**src/rtl/sdclk_pkg.sv**
```systemverilog
package sdclk_pkg;
    typedef enum logic [1:0] {
        ST_LOW  = 2'd0,
        ST_HIGH = 2'd1,
        ST_PARK = 2'd2
    } div_state_e;

    localparam int unsigned FLAG_BITS = 5;
endpackage

```
**src/rtl/sdclk_cfg_reg.sv**
```systemverilog
module sdclk_cfg_reg #(
    parameter int unsigned DIV_W     = 10,
    parameter int unsigned RESET_DIV = 4,
    localparam int unsigned CFG_W    = DIV_W + sdclk_pkg::FLAG_BITS
) (
    input  logic             clk,
    input  logic             rst_n,
    input  logic             we,
    input  logic [CFG_W-1:0] wdata,
    input  logic             cmd_busy,
    input  logic             dat_busy,
    output logic             load,
    output logic [DIV_W-1:0] div,
    output logic             psave,
    output logic [1:0]       width,
    output logic             edge_sel,
    output logic             ddr,
    output logic [CFG_W-1:0] rdata
);
    localparam logic [CFG_W-1:0] CFG_RST = CFG_W'(RESET_DIV);

    logic [CFG_W-1:0] cfg_q;

    assign load = we & ~(cmd_busy | dat_busy);

    always_ff @(posedge clk or negedge rst_n) begin
        if (!rst_n)    cfg_q <= CFG_RST;
        else if (load) cfg_q <= wdata;
    end

    assign div      = cfg_q[DIV_W-1:0];
    assign psave    = cfg_q[DIV_W];
    assign width    = cfg_q[DIV_W+2:DIV_W+1];
    assign edge_sel = cfg_q[DIV_W+3];
    assign ddr      = cfg_q[DIV_W+4];
    assign rdata    = cfg_q;

    // locked while either path is active
    a_r4_write_locked: assert property (@(posedge clk) disable iff (!rst_n)
        (cmd_busy || dat_busy) |=> $stable(cfg_q));
    // accepted write lands in the register
    a_r3_write_loads: assert property (@(posedge clk) disable iff (!rst_n)
        (we && !cmd_busy && !dat_busy) |=> (cfg_q == $past(wdata)));
endmodule

```
**src/rtl/sdclk_divider.sv**
```systemverilog
module sdclk_divider
    import sdclk_pkg::*;
#(
    parameter int unsigned DIV_W = 10
) (
    input  logic             clk,
    input  logic             rst_n,
    input  logic [DIV_W-1:0] div,
    input  logic             load,
    input  logic             psave,
    input  logic             bus_idle,
    output logic             card_clk,
    output logic             ck_div,
    output logic             bypass,
    output logic             run_d,
    output logic             fall_next,
    output logic             rise_next
);
    div_state_e       st_q, st_d;
    logic [DIV_W-1:0] cnt_q, cnt_d;
    logic             ck_q, idle_q, run_q, run_d_q, en_neg;
    logic             last, stop;

    assign bypass = (div == '0);
    assign last   = (cnt_q == div - 1'b1);
    assign stop   = psave & idle_q;

    // next-state process
    always_comb begin
        st_d  = st_q;
        cnt_d = cnt_q;
        if (load || bypass) begin
            st_d  = ST_LOW;
            cnt_d = '0;
        end else begin
            unique case (st_q)
                ST_LOW: begin
                    if (last) begin
                        st_d  = stop ? ST_PARK : ST_HIGH;
                        cnt_d = '0;
                    end else begin
                        cnt_d = cnt_q + 1'b1;
                    end
                end
                ST_HIGH: begin
                    if (last) begin
                        st_d  = ST_LOW;
                        cnt_d = '0;
                    end else begin
                        cnt_d = cnt_q + 1'b1;
                    end
                end
                ST_PARK: begin
                    if (!stop) begin
                        st_d  = ST_LOW;
                        cnt_d = '0;
                    end
                end
                default: begin
                    st_d  = ST_LOW;
                    cnt_d = '0;
                end
            endcase
        end
    end

    // state register
    always_ff @(posedge clk or negedge rst_n) begin
        if (!rst_n) begin
            st_q    <= ST_LOW;
            cnt_q   <= '0;
            ck_q    <= 1'b0;
            idle_q  <= 1'b0;
            run_q   <= 1'b0;
            run_d_q <= 1'b0;
        end else begin
            st_q    <= st_d;
            cnt_q   <= cnt_d;
            ck_q    <= (st_d == ST_HIGH);
            idle_q  <= bus_idle;
            run_q   <= bypass & ~stop;
            run_d_q <= run_q;
        end
    end

    // bypass gate enable moves only while the kernel clock is low
    always_ff @(negedge clk or negedge rst_n) begin
        if (!rst_n) en_neg <= 1'b0;
        else        en_neg <= run_q;
    end

    // output process
    always_comb begin
        card_clk  = bypass ? (clk & en_neg) : ck_q;
        ck_div    = ck_q;
        run_d     = run_d_q;
        fall_next = !bypass && (st_q == ST_HIGH) && last;
        rise_next = !bypass && (st_q == ST_LOW) && last && !stop;
    end

    // counter never passes the half-period length
    a_r1_cnt_bound: assert property (@(posedge clk) disable iff (!rst_n)
        (!bypass && st_q != ST_PARK) |-> (cnt_q < div));
    // a stopped, low clock does not rise on the next edge
    a_r6_park_holds: assert property (@(posedge clk) disable iff (!rst_n)
        (!bypass && stop && !ck_q) |=> !ck_q);
    // an announced rise happens unless a write restarts the divider
    a_r8_rise_follows: assert property (@(posedge clk) disable iff (!rst_n)
        (rise_next && !load) |=> ck_q);
endmodule

```
**src/rtl/sdclk_strobe.sv**
```systemverilog
module sdclk_strobe (
    input  logic       clk,
    input  logic       rst_n,
    input  logic       bypass,
    input  logic       run_d,
    input  logic       fall_next,
    input  logic       rise_next,
    input  logic       ck_div,
    input  logic       ddr,
    input  logic [1:0] width,
    input  logic       edge_sel,
    output logic       cmd_stb,
    output logic       dat_stb,
    output logic       stb_on_fall
);
    logic ddr_eff;

    always_comb begin
        ddr_eff     = ddr && (width != 2'b00) && !bypass;
        cmd_stb     = bypass ? run_d : fall_next;
        dat_stb     = bypass ? run_d : (fall_next | (ddr_eff & rise_next));
        stb_on_fall = bypass | ddr_eff | edge_sel;
    end

    // a divided-mode command strobe is followed by a low card clock
    a_r7_cmd_on_fall: assert property (@(posedge clk) disable iff (!rst_n)
        (cmd_stb && !bypass) |=> !ck_div);
endmodule

```
**src/rtl/sdclk_gen.sv**
```systemverilog
module sdclk_gen #(
    parameter int unsigned DIV_W     = 10,
    parameter int unsigned RESET_DIV = 4,
    localparam int unsigned CFG_W    = DIV_W + sdclk_pkg::FLAG_BITS
) (
    input  logic             clk,
    input  logic             rst_n,
    input  logic             cfg_we,
    input  logic [CFG_W-1:0] cfg_wdata,
    output logic [CFG_W-1:0] cfg_rdata,
    input  logic             cmd_busy,
    input  logic             dat_busy,
    input  logic             bus_idle,
    output logic             card_clk,
    output logic             cmd_stb,
    output logic             dat_stb,
    output logic             stb_on_fall
);
    logic             load, psave, edge_sel, ddr;
    logic [1:0]       width;
    logic [DIV_W-1:0] div;
    logic             ck_div, bypass, run_d, fall_next, rise_next;

    sdclk_cfg_reg #(.DIV_W(DIV_W), .RESET_DIV(RESET_DIV)) u_cfg (
        .clk(clk), .rst_n(rst_n), .we(cfg_we), .wdata(cfg_wdata),
        .cmd_busy(cmd_busy), .dat_busy(dat_busy), .load(load),
        .div(div), .psave(psave), .width(width), .edge_sel(edge_sel),
        .ddr(ddr), .rdata(cfg_rdata)
    );

    sdclk_divider #(.DIV_W(DIV_W)) u_div (
        .clk(clk), .rst_n(rst_n), .div(div), .load(load), .psave(psave),
        .bus_idle(bus_idle), .card_clk(card_clk), .ck_div(ck_div),
        .bypass(bypass), .run_d(run_d), .fall_next(fall_next),
        .rise_next(rise_next)
    );

    sdclk_strobe u_stb (
        .clk(clk), .rst_n(rst_n), .bypass(bypass), .run_d(run_d),
        .fall_next(fall_next), .rise_next(rise_next), .ck_div(ck_div),
        .ddr(ddr), .width(width), .edge_sel(edge_sel),
        .cmd_stb(cmd_stb), .dat_stb(dat_stb), .stb_on_fall(stb_on_fall)
    );
endmodule

```
**config.mk**
```make
export PLATFORM = sky130hd
export DESIGN_NAME = sdclk_gen
export DESIGN_NICKNAME = d
export VERILOG_FILES = /design/src/rtl/sdclk_pkg.sv /design/src/rtl/sdclk_cfg_reg.sv /design/src/rtl/sdclk_divider.sv /design/src/rtl/sdclk_strobe.sv /design/src/rtl/sdclk_gen.sv
export SDC_FILE = /design/constraint.sdc
export NUM_CORES = 1
export LEC_CHECK = 0
export ABC_AREA = 1
export CAP_MARGIN = 20
export CORE_MARGIN = 3
export CORE_UTILIZATION = 45
export CTS_CLUSTER_DIAMETER = 40
export DETAILED_ROUTE_END_ITERATION = 7
export DONT_BUFFER_PORTS = 1
export MAX_ROUTING_LAYER = met4
export PLACE_DENSITY = 0.61
export SYNTH_ARGS = -nofsm -noshare
export SYNTH_HDL_FRONTEND = slang
export SYNTH_SLANG_ARGS = --single-unit
```
**constraint.sdc**
```tcl
create_clock -name clk -period 2.05 [get_ports clk]
set_input_delay 0.41 -clock clk [delete_from_list [all_inputs] [get_ports clk]]
set_output_delay 0.41 -clock clk [all_outputs]
set_load 0.005 [all_outputs]
```
==> reports/qor.csv, run 1 <==
metric,value,unit
Place WS,-0.06310,ns
gr usage total,0.2042,
1st-iter DRT viols,57,
crit share post-route,1.220,
kind of critical path,reg2reg,
largest cells by area after synthesis,"dfrtp_1 41%, nand2_1 12%, inv_1 6.1%, nor2_1 6.1%, a21oi_1 4.9%",
area fraction of the dominant cell type after synthesis,0.4054,
final setup margin,-0.4509,ns
number of global-route vias before repair,1616,
Routed Antenna Nets,0,
#FFs+latches synth,32,
Layout Skew,0.01959,ns
"area leader, netlist",dfrtp_1,
n_diodes,0,
Crit path depth,17,
drt wl/cell,14.01,um
Final Hold Fails,0,
Starting Density,0.4875,
Die Area,4921,sq um
fillcell total,327,
FF-to-FF path depth,17,
crit path launch,u_cfg.rdata[1]$_DFFE_PN0P_,
violated checks,negative setup slack,
Required @ worst endpoint,2.38,ns
Gate Count Post-Synth,232,
DRT Pass-1 Iters,4,
CTS tree,done,
pwr dens,932.5,nW/um^2
Slowest cell on crit path,dfrtp_1,
CP Launch Type,flip-flop,
Critical R2R Launch,u_cfg.rdata[1]$_DFFE_PN0P_,
Top delay family on crit path,buffers and inverters,
Syn Nets,255,
r2r setup slk,-0.45,ns
worst path cell trace,"inv_2, buf_4, buf_6, buf_4, buf_4, buf_4, buf_4, buf_4, buf_4, buf_4, buf_4, buf_4, buf_4, buf_4, buf_4, buf_4, a21oi_2",
Die Y-Extent,70.15,um
slowest cell delay on critical path,0.42,ns
Final min period,2.501,ns
cell area after synthesis,1852,sq um
Max Clk Rate,399.9,MHz
layout cell share with drive strength beyond 1,0.2906,
yosys warns,0,
initial antenna violation count,0,
largest net degree at the start of global routing,32,
Final #Nets,287,
Worst-Margin Slew,0.3350,ns
area of the core,3799,sq um
# IOs,40,
Port Buffers,0,
register area share after synthesis,0.4331,
GPL Wtd Cong,0.8007,
Synth cell types,28,
crit end category,flip-flop,
Clock Latency Late Sink,0.41,ns
Buf/Inv on CP,16,
Final setup viols,6,
Slew Limit Fails,0,
CP most frequent cell,buf_4,
dpl hpwl,2907,um
DR vias/cell,5.019,
first-pass GRT wire length,7452,um
sequential cell area,803.3,sq um
WL final,4384,um
worst-path fanout max,3,
post-layout util,0.6113,
Mean Syn Cell Area,7.982,sq um
Hold Crit Class,in2reg,
maxcap violations,0,
DR vias,1571,
TNS Setup,-1.619,ns
Peak VDD IR,450.6,uV
DRC,0,
CP Capture Point,u_cfg.rdata[1]$_DFFE_PN0P_,
outcome,finished with violations,
Critical Path AT,2.83,ns
RSZ-0062 raised after global routing,yes,
die width,70.15,um
Rows,22,
Worst-path clk slew,0.07,ns
static leakage,1.135,nW
r2r endpoint,u_cfg.rdata[1]$_DFFE_PN0P_,
Rel. slew slack,0.7750,
Pwr Total,0.002165,W
GRT overflow,0,
area of the multi-input gates,968.4,sq um
P&R area growth vs syn,25.41,%
-- cells in the final DEF, fill, tap and decap left out, types with 6 or more instances in the layout --
master    netlist  final
a21oi_1        18     16
buf_4           4     24
clkbuf_8        0      8
dfrtp_1        30     29
inv_1          30     27
mux2_2          8      8
nand2_1        57     53
nand2_2         2      6
nand3_1        13     12
nor2_1         30     28
xor2_1          7      7
-- state kept, by name, summed over array words and instances (netlist names) --
signal and cells:
u_cfg.rdata 15, u_div.cnt_q 10, u_div.st_q 2, u_div.ck_div 1, u_div.en_neg 1, u_div.idle_q 1, u_div.run_d 1, u_div.run_q 1
-- worst reg2reg max path, stage by stage, from the launching register on --
cell and delay (ns):
dfrtp_1 0.42, inv_2 0.08, buf_4 0.14, buf_6 0.10, buf_4 0.12, buf_4 0.12, buf_4 0.12, buf_4 0.12
buf_4 0.12, buf_4 0.12, buf_4 0.12, buf_4 0.12, buf_4 0.12, buf_4 0.12, buf_4 0.13, buf_4 0.12
buf_4 0.12, a21oi_2 0.12
-- final cells by class --
class,count,area share
Sequential cell,32,0.3459
Clock buffer,8,0.04741
Clock inverter,3,0.01832
Tap cell,48,0.02586
Multi-Input combinational cell,164,0.4170
Timing Repair Buffer,27,0.09537
Inverter,31,0.05011
-- cells in the mapped netlist --
library cell / count
a21oi_1: 18
buf_4: 4
clkbuf_1: 2
dfrtn_1: 1
dfrtp_1: 30
dfstp_2: 1
ha_1: 2
inv_1: 30
inv_2: 1
mux2_2: 8
nand2_1: 57
nand2_2: 2
nand3_1: 13
nand3_2: 1
nand3_4: 2
nand3b_1: 1
nand4_1: 3
nand4_2: 1
nor2_1: 30
nor2_2: 4
nor2_4: 2
nor3_1: 1
o21ai_0: 4
o21ai_1: 2
o21ai_4: 1
xnor2_1: 3
xor2_1: 7
xor2_2: 1
-- layer usage --
layer,track usage,share of wire,vias to the layer above,wire length [um]
li1,-,-,791,-
met1,0.2443,0.45,728,1964
met2,0.2928,0.47,39,2067
met3,0.08921,0.055,13,242
met4,0.1000,0.025,0,110
met5,-,0,-,0
-- repair_timing --
item | in CTS | in global routing
pin swaps | 6 | 9
gates resized for setup | 9 | 11
hold buffers | 2 | 0
endpoints found under the setup margin | 6 | 14
buffers inserted | 17 | 5
gates cloned | 0 | 1
endpoints found under the hold margin | 31 | 0
-- power by group --
| part | total [W] | internal [W] | switching, W |
|---|---|---|---|
| Sequential | 0.000865 | 0.000730 | 0.000136 |
| Clock | 0.000765 | 0.000484 | 0.000281 |
| Combinational | 0.000535 | 0.000248 | 0.000287 |
| Total | 0.00217 | 0.00146 | 0.000704 |
-- worst min path at each step --
stage	from	endpoint	slack, ns	cells past startpoint
global placement	rst_n	u_cfg.rdata[3]$_DFFE_PN0P_	0.12	0
floorplan	rst_n	u_cfg.rdata[0]$_DFFE_PN0P_	0.11	0
CTS	bus_idle	u_div.idle_q$_DFF_PN0_	0.03	0
detailed placement	rst_n	u_cfg.rdata[3]$_DFFE_PN0P_	0.12	0
finish	bus_idle	u_div.idle_q$_DFF_PN0_	0.04	0
global route	bus_idle	u_div.idle_q$_DFF_PN0_	0.02	0
-- kinds of logic after synthesis --
logic type | share of synthesized area
adder cells (fa/ha/maj) | 0.01351
AND/OR/NAND/NOR | 0.2919
AO/OA/AOI/OAI | 0.07365
flip-flops | 0.4331
XOR/XNOR | 0.05609
multiplexers | 0.04865
buffers and inverters | 0.08311
-- stage by stage --
step                      hold slack [ns]  cell area, sq um  std cells
after detailed placement           0.1154              1919        280
after floorplan                    0.1144              1852        232
final                             0.03901              2322        313
after global placement             0.1154              1919        280
after CTS                         0.03036              2257        310
after global routing              0.02366              2322        313
(Power assumes the default switching activity.)
==> run 2: changes to the inputs <==
TNS_END_PERCENT = 100   (was unset)
==> results of run 2 <==
The final DEF is identical to that of run 1; final timing and power are the same.
